## src/rtl/gpio_edge_ctl_pkg.sv

```systemverilog
// Package: shared sizes and register address bases for the GPIO controller.
// Assumes banks are spaced 0x10 apart in the control-byte region.
package gpio_edge_ctl_pkg;
    parameter int PINS_PER_BANK = 8;
    parameter int NUM_BANKS     = 2;
    localparam int NUM_PINS     = PINS_PER_BANK * NUM_BANKS;

    localparam logic [7:0] PAD_CTL_BASE  = 8'h2B;
    localparam logic [7:0] EDGE_CTL_BASE = 8'h33;
    localparam logic [7:0] BANK_STRIDE   = 8'h10;
    localparam logic [7:0] PEND_BASE     = 8'h0B;
    localparam logic [7:0] MASK_BASE     = 8'h19;
    localparam logic [7:0] MASKX_BASE    = 8'h1B;

    typedef enum logic [1:0] {
        EDGE_OFF  = 2'd0,
        EDGE_FALL = 2'd1,
        EDGE_RISE = 2'd2,
        EDGE_BOTH = 2'd3
    } edge_mode_t;
endpackage

```

## src/rtl/gpio_pin_slice.sv

```systemverilog
// Module: one pin's pad-control and edge-control state, plus its input
// synchronizer and edge detector.
// Assumes pad_in is asynchronous to clk; evt_o pulses for one cycle per edge.
module gpio_pin_slice
    import gpio_edge_ctl_pkg::*;
(
    input  logic       clk,
    input  logic       rst_n,
    input  logic       wr_pad,
    input  logic       wr_edge,
    input  logic [5:0] wdata,
    input  logic       pad_in,
    output logic [5:0] pad_ctl_o,
    output logic [2:0] edge_ctl_o,
    output logic       pad_out,
    output logic       pad_oe,
    output logic       pad_od,
    output logic       pull_en,
    output logic [1:0] pull_sel,
    output logic       evt_o
);
    logic [5:0]  pad_ctl_q;
    edge_mode_t  mode_q;
    logic [2:0]  sync_q;

    // Pad-control byte storage.
    always_ff @(posedge clk) begin
        if (!rst_n)      pad_ctl_q <= '0;
        else if (wr_pad) pad_ctl_q <= wdata;
    end

    // Edge-mode field storage.
    always_ff @(posedge clk) begin
        if (!rst_n)       mode_q <= EDGE_OFF;
        else if (wr_edge) mode_q <= edge_mode_t'(wdata[2:1]);
    end

    // Two-flop synchronizer plus one history flop for edge detection.
    always_ff @(posedge clk) begin
        if (!rst_n) sync_q <= '0;
        else        sync_q <= {sync_q[1:0], pad_in};
    end

    // Pad drive decode; open-drain releases the pad on a high level.
    always_comb begin
        pad_out  = pad_ctl_q[0];
        pull_sel = pad_ctl_q[2:1];
        pull_en  = pad_ctl_q[3];
        pad_od   = pad_ctl_q[4];
        pad_oe   = pad_ctl_q[5] & ~(pad_ctl_q[4] & pad_ctl_q[0]);
    end

    // Edge qualification against the selected mode.
    always_comb begin
        evt_o = (mode_q[0] & ~sync_q[1] &  sync_q[2]) |
                (mode_q[1] &  sync_q[1] & ~sync_q[2]);
    end

    assign pad_ctl_o  = pad_ctl_q;
    assign edge_ctl_o = {mode_q, sync_q[1]};

    a_r6_off_no_event: assert property (@(posedge clk) disable iff (!rst_n)
        (mode_q == EDGE_OFF) |-> !evt_o);
endmodule

```

## src/rtl/gpio_irq_bank.sv

```systemverilog
// Module: one bank's pending, primary mask and secondary mask bytes and
// the bank interrupt. Assumes write strobes are already address-decoded.
module gpio_irq_bank
    import gpio_edge_ctl_pkg::*;
(
    input  logic                     clk,
    input  logic                     rst_n,
    input  logic                     wr_pend,
    input  logic                     wr_mask,
    input  logic                     wr_maskx,
    input  logic [7:0]               wdata,
    input  logic [PINS_PER_BANK-1:0] evt,
    output logic [PINS_PER_BANK-1:0] pend_o,
    output logic [PINS_PER_BANK-1:0] mask_o,
    output logic [PINS_PER_BANK-1:0] maskx_o,
    output logic                     irq_o
);
    logic [PINS_PER_BANK-1:0] pend_q, mask_q, maskx_q, clr;

    // Clear vector from a write-one-to-clear access.
    always_comb clr = wr_pend ? wdata[PINS_PER_BANK-1:0] : '0;

    // Pending bits: a new edge outranks a simultaneous clear.
    always_ff @(posedge clk) begin
        if (!rst_n) pend_q <= '0;
        else        pend_q <= (pend_q & ~clr) | evt;
    end

    // Primary and secondary mask storage, both masked at reset.
    always_ff @(posedge clk) begin
        if (!rst_n) begin
            mask_q  <= '1;
            maskx_q <= '1;
        end else begin
            if (wr_mask)  mask_q  <= wdata[PINS_PER_BANK-1:0];
            if (wr_maskx) maskx_q <= wdata[PINS_PER_BANK-1:0];
        end
    end

    // Bank interrupt from unmasked pending bits.
    always_comb irq_o = |(pend_q & ~mask_q);

    assign pend_o  = pend_q;
    assign mask_o  = mask_q;
    assign maskx_o = maskx_q;

    a_r7_set_only_by_event: assert property (@(posedge clk) disable iff (!rst_n)
        1'b1 |=> ((pend_q & ~$past(pend_q) & ~$past(evt)) == '0));
    a_r8_event_wins: assert property (@(posedge clk) disable iff (!rst_n)
        (evt != '0) |=> ((pend_q & $past(evt)) == $past(evt)));
    a_r9_masked_quiet: assert property (@(posedge clk) disable iff (!rst_n)
        (mask_q == '1) |-> !irq_o);
    a_r1_reset_values: assert property (@(posedge clk) disable iff (!rst_n)
        !$past(rst_n) |-> (pend_q == '0 && mask_q == '1 && maskx_q == '1));
endmodule

```

## src/rtl/gpio_edge_ctl.sv

```systemverilog
// Module: top of the GPIO controller. Decodes the byte register port,
// instantiates pin slices and bank interrupt logic, and registers read data.
// Assumes single-cycle wr_en/rd_en strobes with addr stable in that cycle.
module gpio_edge_ctl
    import gpio_edge_ctl_pkg::*;
(
    input  logic                  clk,
    input  logic                  rst_n,
    input  logic [7:0]            addr,
    input  logic [7:0]            wdata,
    input  logic                  wr_en,
    input  logic                  rd_en,
    output logic [7:0]            rdata,
    input  logic [NUM_PINS-1:0]   pad_in,
    output logic [NUM_PINS-1:0]   pad_out,
    output logic [NUM_PINS-1:0]   pad_oe,
    output logic [NUM_PINS-1:0]   pad_od,
    output logic [NUM_PINS-1:0]   pad_pull_en,
    output logic [2*NUM_PINS-1:0] pad_pull_sel,
    output logic                  irq
);
    logic [5:0]               pad_ctl  [NUM_PINS];
    logic [2:0]               edge_ctl [NUM_PINS];
    logic [NUM_PINS-1:0]      evt;
    logic [PINS_PER_BANK-1:0] pend  [NUM_BANKS];
    logic [PINS_PER_BANK-1:0] mask  [NUM_BANKS];
    logic [PINS_PER_BANK-1:0] maskx [NUM_BANKS];
    logic [NUM_BANKS-1:0]     bank_irq;
    logic [7:0]               rd_mux;
    logic                     hit;

    for (genvar p = 0; p < NUM_PINS; p++) begin : g_pin
        localparam logic [7:0] OFS = 8'(p % PINS_PER_BANK) +
                                     BANK_STRIDE * 8'(p / PINS_PER_BANK);
        gpio_pin_slice u_pin (
            .clk        (clk),
            .rst_n      (rst_n),
            .wr_pad     (wr_en && addr == PAD_CTL_BASE + OFS),
            .wr_edge    (wr_en && addr == EDGE_CTL_BASE + OFS),
            .wdata      (wdata[5:0]),
            .pad_in     (pad_in[p]),
            .pad_ctl_o  (pad_ctl[p]),
            .edge_ctl_o (edge_ctl[p]),
            .pad_out    (pad_out[p]),
            .pad_oe     (pad_oe[p]),
            .pad_od     (pad_od[p]),
            .pull_en    (pad_pull_en[p]),
            .pull_sel   (pad_pull_sel[2*p+1:2*p]),
            .evt_o      (evt[p])
        );
    end

    for (genvar b = 0; b < NUM_BANKS; b++) begin : g_bank
        gpio_irq_bank u_bank (
            .clk      (clk),
            .rst_n    (rst_n),
            .wr_pend  (wr_en && addr == PEND_BASE + 8'(b)),
            .wr_mask  (wr_en && addr == MASK_BASE + 8'(b)),
            .wr_maskx (wr_en && addr == MASKX_BASE + 8'(b)),
            .wdata    (wdata),
            .evt      (evt[b*PINS_PER_BANK +: PINS_PER_BANK]),
            .pend_o   (pend[b]),
            .mask_o   (mask[b]),
            .maskx_o  (maskx[b]),
            .irq_o    (bank_irq[b])
        );
    end

    // Combined host interrupt.
    always_comb irq = |bank_irq;

    // Read multiplexer; unmapped addresses yield zero.
    always_comb begin
        rd_mux = '0;
        hit    = 1'b0;
        for (int p = 0; p < NUM_PINS; p++) begin
            if (addr == PAD_CTL_BASE + 8'(p % PINS_PER_BANK) +
                        BANK_STRIDE * 8'(p / PINS_PER_BANK)) begin
                rd_mux = {2'b00, pad_ctl[p]};
                hit    = 1'b1;
            end
            if (addr == EDGE_CTL_BASE + 8'(p % PINS_PER_BANK) +
                        BANK_STRIDE * 8'(p / PINS_PER_BANK)) begin
                rd_mux = {5'b00000, edge_ctl[p]};
                hit    = 1'b1;
            end
        end
        for (int b = 0; b < NUM_BANKS; b++) begin
            if (addr == PEND_BASE + 8'(b))  begin rd_mux = 8'(pend[b]);  hit = 1'b1; end
            if (addr == MASK_BASE + 8'(b))  begin rd_mux = 8'(mask[b]);  hit = 1'b1; end
            if (addr == MASKX_BASE + 8'(b)) begin rd_mux = 8'(maskx[b]); hit = 1'b1; end
        end
    end

    // Registered read data, held between reads.
    always_ff @(posedge clk) begin
        if (!rst_n)     rdata <= '0;
        else if (rd_en) rdata <= rd_mux;
    end

    a_r11_unmapped_zero: assert property (@(posedge clk) disable iff (!rst_n)
        (rd_en && !hit) |=> (rdata == 8'h00));
    a_r11_hold: assert property (@(posedge clk) disable iff (!rst_n)
        (!rd_en && $past(rst_n)) |=> $stable(rdata));
endmodule

```

## config.mk

```make
export PLATFORM = sky130hd
export DESIGN_NAME = gpio_edge_ctl
export DESIGN_NICKNAME = d
export VERILOG_FILES = /design/src/rtl/gpio_edge_ctl_pkg.sv /design/src/rtl/gpio_pin_slice.sv /design/src/rtl/gpio_irq_bank.sv /design/src/rtl/gpio_edge_ctl.sv
export SDC_FILE = /design/constraint.sdc
export NUM_CORES = 1
export LEC_CHECK = 0
export CAP_MARGIN = 40
export CORE_MARGIN = 2
export CORE_UTILIZATION = 40
export CTS_CLUSTER_DIAMETER = 50
export DETAILED_ROUTE_END_ITERATION = 16
export DONT_BUFFER_PORTS = 1
export GPL_TIMING_DRIVEN = 0
export PLACE_DENSITY = 0.6
export SLEW_MARGIN = 20
export SYNTH_ARGS = -nofsm -noshare
export SYNTH_HDL_FRONTEND = slang
export SYNTH_SLANG_ARGS = --single-unit
```

## constraint.sdc

```tcl
create_clock -name clk -period 3.4 [get_ports clk]
set_input_delay 0.17 -clock clk [delete_from_list [all_inputs] [get_ports clk]]
set_output_delay 0.17 -clock clk [all_outputs]
set_load 0.03 [all_outputs]
```

==> metrics.md <==
| Metric | Value |
|---|---|
| Initial DRC Count | `roughly 1400` |
| Worst hold margin | `0.0202 ns` |
| Post-synth net total | `~1600` |
| GPL Wtd Cong | `1.02` |
| Pin count of the biggest net entering global routing | `14` |
| Die area | `around 31000 um^2` |
| Layout Utilization | `0.468` |
| Total grt overflow | `0` |
| Leak pwr | `between 0.004 and 0.005 uW` |
| Placed Instance Area | `between 10000 and 15000 um^2` |
| Vias in the first global route | `11122` |
| GRT Util Overall | `0.335` |
| Clock power frac | `0.479` |
| Final min period | `~2.6 ns` |
| DR WL/cell | `26.5 um` |
| Distinct cells, synth | `75` |
| Post-synthesis register bit count | `232` |
| Residual DRC | `0` |
| Synthesized area | `11800 um^2` |
| Core area | `28900 um^2` |
| Unrepaired setup endpoints after global routing | `no` |
| Nets | `1620` |
| Post-layout worst setup margin | `0.793 ns` |
| Crit end category | `register` |
| I/O pin cnt | `141` |
| Combinational power share | `0.073` |
| Power density over cell area | `459 nW/um^2` |
| WP data required | `around 3.8 ns` |
| Final instance area | `13500 um^2` |
| First-pass GRT wire length | `76100 um` |
| Num CTS Buffers | `28` |
| Ys Warns | `0` |
| IO buf count | `0` |
| Sw Ratio | `0.257` |
| Seq pwr share | `0.449` |
| Fin crit share | `0.767` |
| Kind of critical path | `in -> reg` |
| Clock Pin Slew Worst Setup and Hold Paths | `0.06 ns` |
| Root Driver | `clkbuf_16` |
| CTS tree | `built` |
| Status | `finished, final reports clean` |
| Worst setup SP type | `input pin` |
| Post-DP HPWL | `40600 um` |
| Initial core utilization | `0.408` |
| Crit Path Max Fanout | `10` |
| Hold Fails Final Rpt | `0` |
| DIE HEIGHT | `176 um` |
| Clock Path Buffers | `3` |
| Initial antenna violation count | `0` |
| Drt total wl | `about 53000 um` |
| Max rail drop VDD | `0.355 mV` |
| Ys flop type | `dfxtp_1` |
| Syn-to-layout area delta | `14.6%` |
| Mean Syn Cell Area | `between 7 and 8 um^2` |
| Pint | `4610 uW` |
| Slew Viols, Final | `0` |
| Slew @ Worst Pin | `between 0.9 and 1 ns` |
| Setup-violating endpoint count in the final report | `0` |
| Die Wd | `176 um` |
| CTS sink count | `232` |
| Post-CTS setup buffer count | `0` |
| Post-DRT Antenna Nets | `0` |
| Vias per cell | `6.06` |
| Worst rel slew slack | `0.339` |
| Skew final | `0.0153 ns` |
| Max-Cap Viols | `0` |
| Pre-antenna DRT Iters | `5` |
| Peak Freq | `384 MHz` |
| Setup_tns | `0 ns` |
| Routed via count | `12047` |
| Net Switching | `1590 uW` |
| Clock latency at the later pin of the worst-skew pair | `approximately 0.55 ns` |
| Number of enable flip-flop cells after synthesis | `0` |
| Post-synth ARST share | `0` |
| Share of layout cells above drive strength 1 | `0.133` |
| Pre-CTS WS | `0.387 ns` |
| Post-Synthesis Cells | `about 1500` |
| Num rows | `62` |
| Worst min path class | `in -> reg` |
| CTS H-Tree Depth | `1` |
| Register area share after synthesis | `0.394` |
| Crit path DAT | `3.03 ns` |
==> metrics by stage <==
step / instances / power [uW]
after global routing: 1988 / 6360
final: 1989 / 6200
after CTS: 1987 / 6210
after detailed placement: 1915 / 3250
after floorplan: 1525 / 3060
after global placement: 1909 / 3250
==> worst paths after layout <==
kind                               startpoint                            to  slack, ns  depth (start not counted)
setup reg to reg  g_pin[7].u_pin.pad_ctl_o[2]                      rdata[2]       1.00                          7
hold reg to reg      g_pin[0].u_pin.sync_q[0]      g_pin[0].u_pin.sync_q[1]       0.43                          1
setup / recovery                      addr[0]                      rdata[2]       0.79                          8
hold / removal                        addr[1]  g_pin[13].u_pin.pad_ctl_o[2]       0.02                          4
==> what timing repair did <==
item | in CTS | in global routing
hold buffers | 22 | 0
gates resized for setup | 0 | 0
endpoints found under the hold margin | 36 | 0
==> final cells by class <==
type,instances,area (um^2)
multi-input combinational,1053,5830
clock inverter,14,125
fill,2917,15400
inverter,25,93.8
tap,384,480
clock buffer,36,802
sequential,232,4640
antenna,1,2.50
buffer,215,1230
timing repair buffer,29,299
==> synth_stat cells (all sizes together), types with 5 or more instances <==
library cell | n | share of area
o31ai | 5 | 0.0032
and2 | 54 | 0.029
nor4b | 5 | 0.0042
nor3 | 24 | 0.015
o211ai | 14 | 0.0089
a22oi | 20 | 0.013
nand3 | 105 | 0.045
a31oi | 10 | 0.0053
o21ai | 99 | 0.042
and3 | 9 | 0.0048
o22ai | 16 | 0.0085
nand3b | 18 | 0.011
a221oi | 12 | 0.0094
a222oi | 5 | 0.0042
inv | 25 | 0.0080
dfxtp | 232 | 0.39
a21oi | 157 | 0.067
nor2 | 80 | 0.027
a211oi | 13 | 0.0087
nand4 | 10 | 0.0053
nor4 | 5 | 0.0027
a2111oi | 8 | 0.0091
nand2b | 11 | 0.0058
nand2 | 265 | 0.084
mux2i | 16 | 0.014
buf | 132 | 0.078
nor2b | 6 | 0.0032
o32ai | 5 | 0.0037
clkbuf | 83 | 0.026
a21boi | 17 | 0.011
==> registers in the layout, summed over array words and instances (netlist names) <==
signal                 flops
g_bank.u_bank.pend_o      16
g_pin.u_pin.pad_ctl_o     96
g_pin.u_pin.mode_q        32
g_bank.u_bank.mask_o      16
g_bank.u_bank.maskx_o     16
g_pin.u_pin.sync_q        48
rdata                      8
==> routing by layer <==
metal | GRT usage | vias up | wire, um
li1 | - | 5402 | -
met1 | 0.465 | 5877 | 22700
met2 | 0.516 | 671 | 23000
met3 | 0.0675 | 97 | 5040
met4 | 0.123 | 0 | 2060
met5 | 0 | - | 0
==> cells by family after synthesis <==
kind of cell | share of synthesized area
DFF | 0.394
buffers and inverters | 0.112
muxes | 0.0174
and+or+nand+nor | 0.257
AOI/OAI and AO/OA | 0.220
==> power groups by stage <==
stage / Sequential, uW / Clock (uW) / Combinational (uW)
floorplan: 2830 / 0 / 236
global placement: 2840 / 0 / 407
detailed placement: 2840 / 0 / 412
CTS: 2780 / 3000 / 437
global route: 2780 / 3110 / 468
finish: 2780 / 2970 / 452
==> layout by cell type, fill, tap and decap left out, types with 5 or more instances in the layout <==
| master | count |
|---|---|
| nor4_1 | 5 |
| o211ai_1 | 14 |
| clkinv_2 | 7 |
| nand2_1 | 265 |
| buf_4 | 98 |
| dfxtp_1 | 232 |
| inv_1 | 24 |
| a21boi_0 | 17 |
| clkbuf_1 | 85 |
| nand3b_1 | 18 |
| a221oi_1 | 11 |
| nand2b_1 | 11 |
| nor3_1 | 17 |
| o21ai_0 | 97 |
| and3_1 | 9 |
| o32ai_1 | 5 |
| nand3_1 | 105 |
| buf_2 | 28 |
| a31oi_1 | 10 |
| a222oi_1 | 5 |
| and2_1 | 51 |
| nor2_1 | 77 |
| a211oi_1 | 12 |
| a21oi_1 | 157 |
| dlygate4sd3_1 | 22 |
| o22ai_1 | 16 |
| clkbuf_16 | 29 |
| clkbuf_8 | 5 |
| nand4_1 | 10 |
| o31ai_1 | 5 |
| a2111oi_0 | 6 |
| buf_6 | 8 |
| nor2b_1 | 6 |
| a22oi_1 | 19 |
| mux2i_1 | 16 |
==> critical path, cell delays in order <==
cell and delay [ns]:
buf_2 0.18, buf_2 0.34, clkbuf_1 0.67, o22ai_1 0.29, a2111oi_0 0.50, nor4_1 0.14, o31ai_1 0.59, a21oi_1 0.14
(Power assumes the default switching activity.)
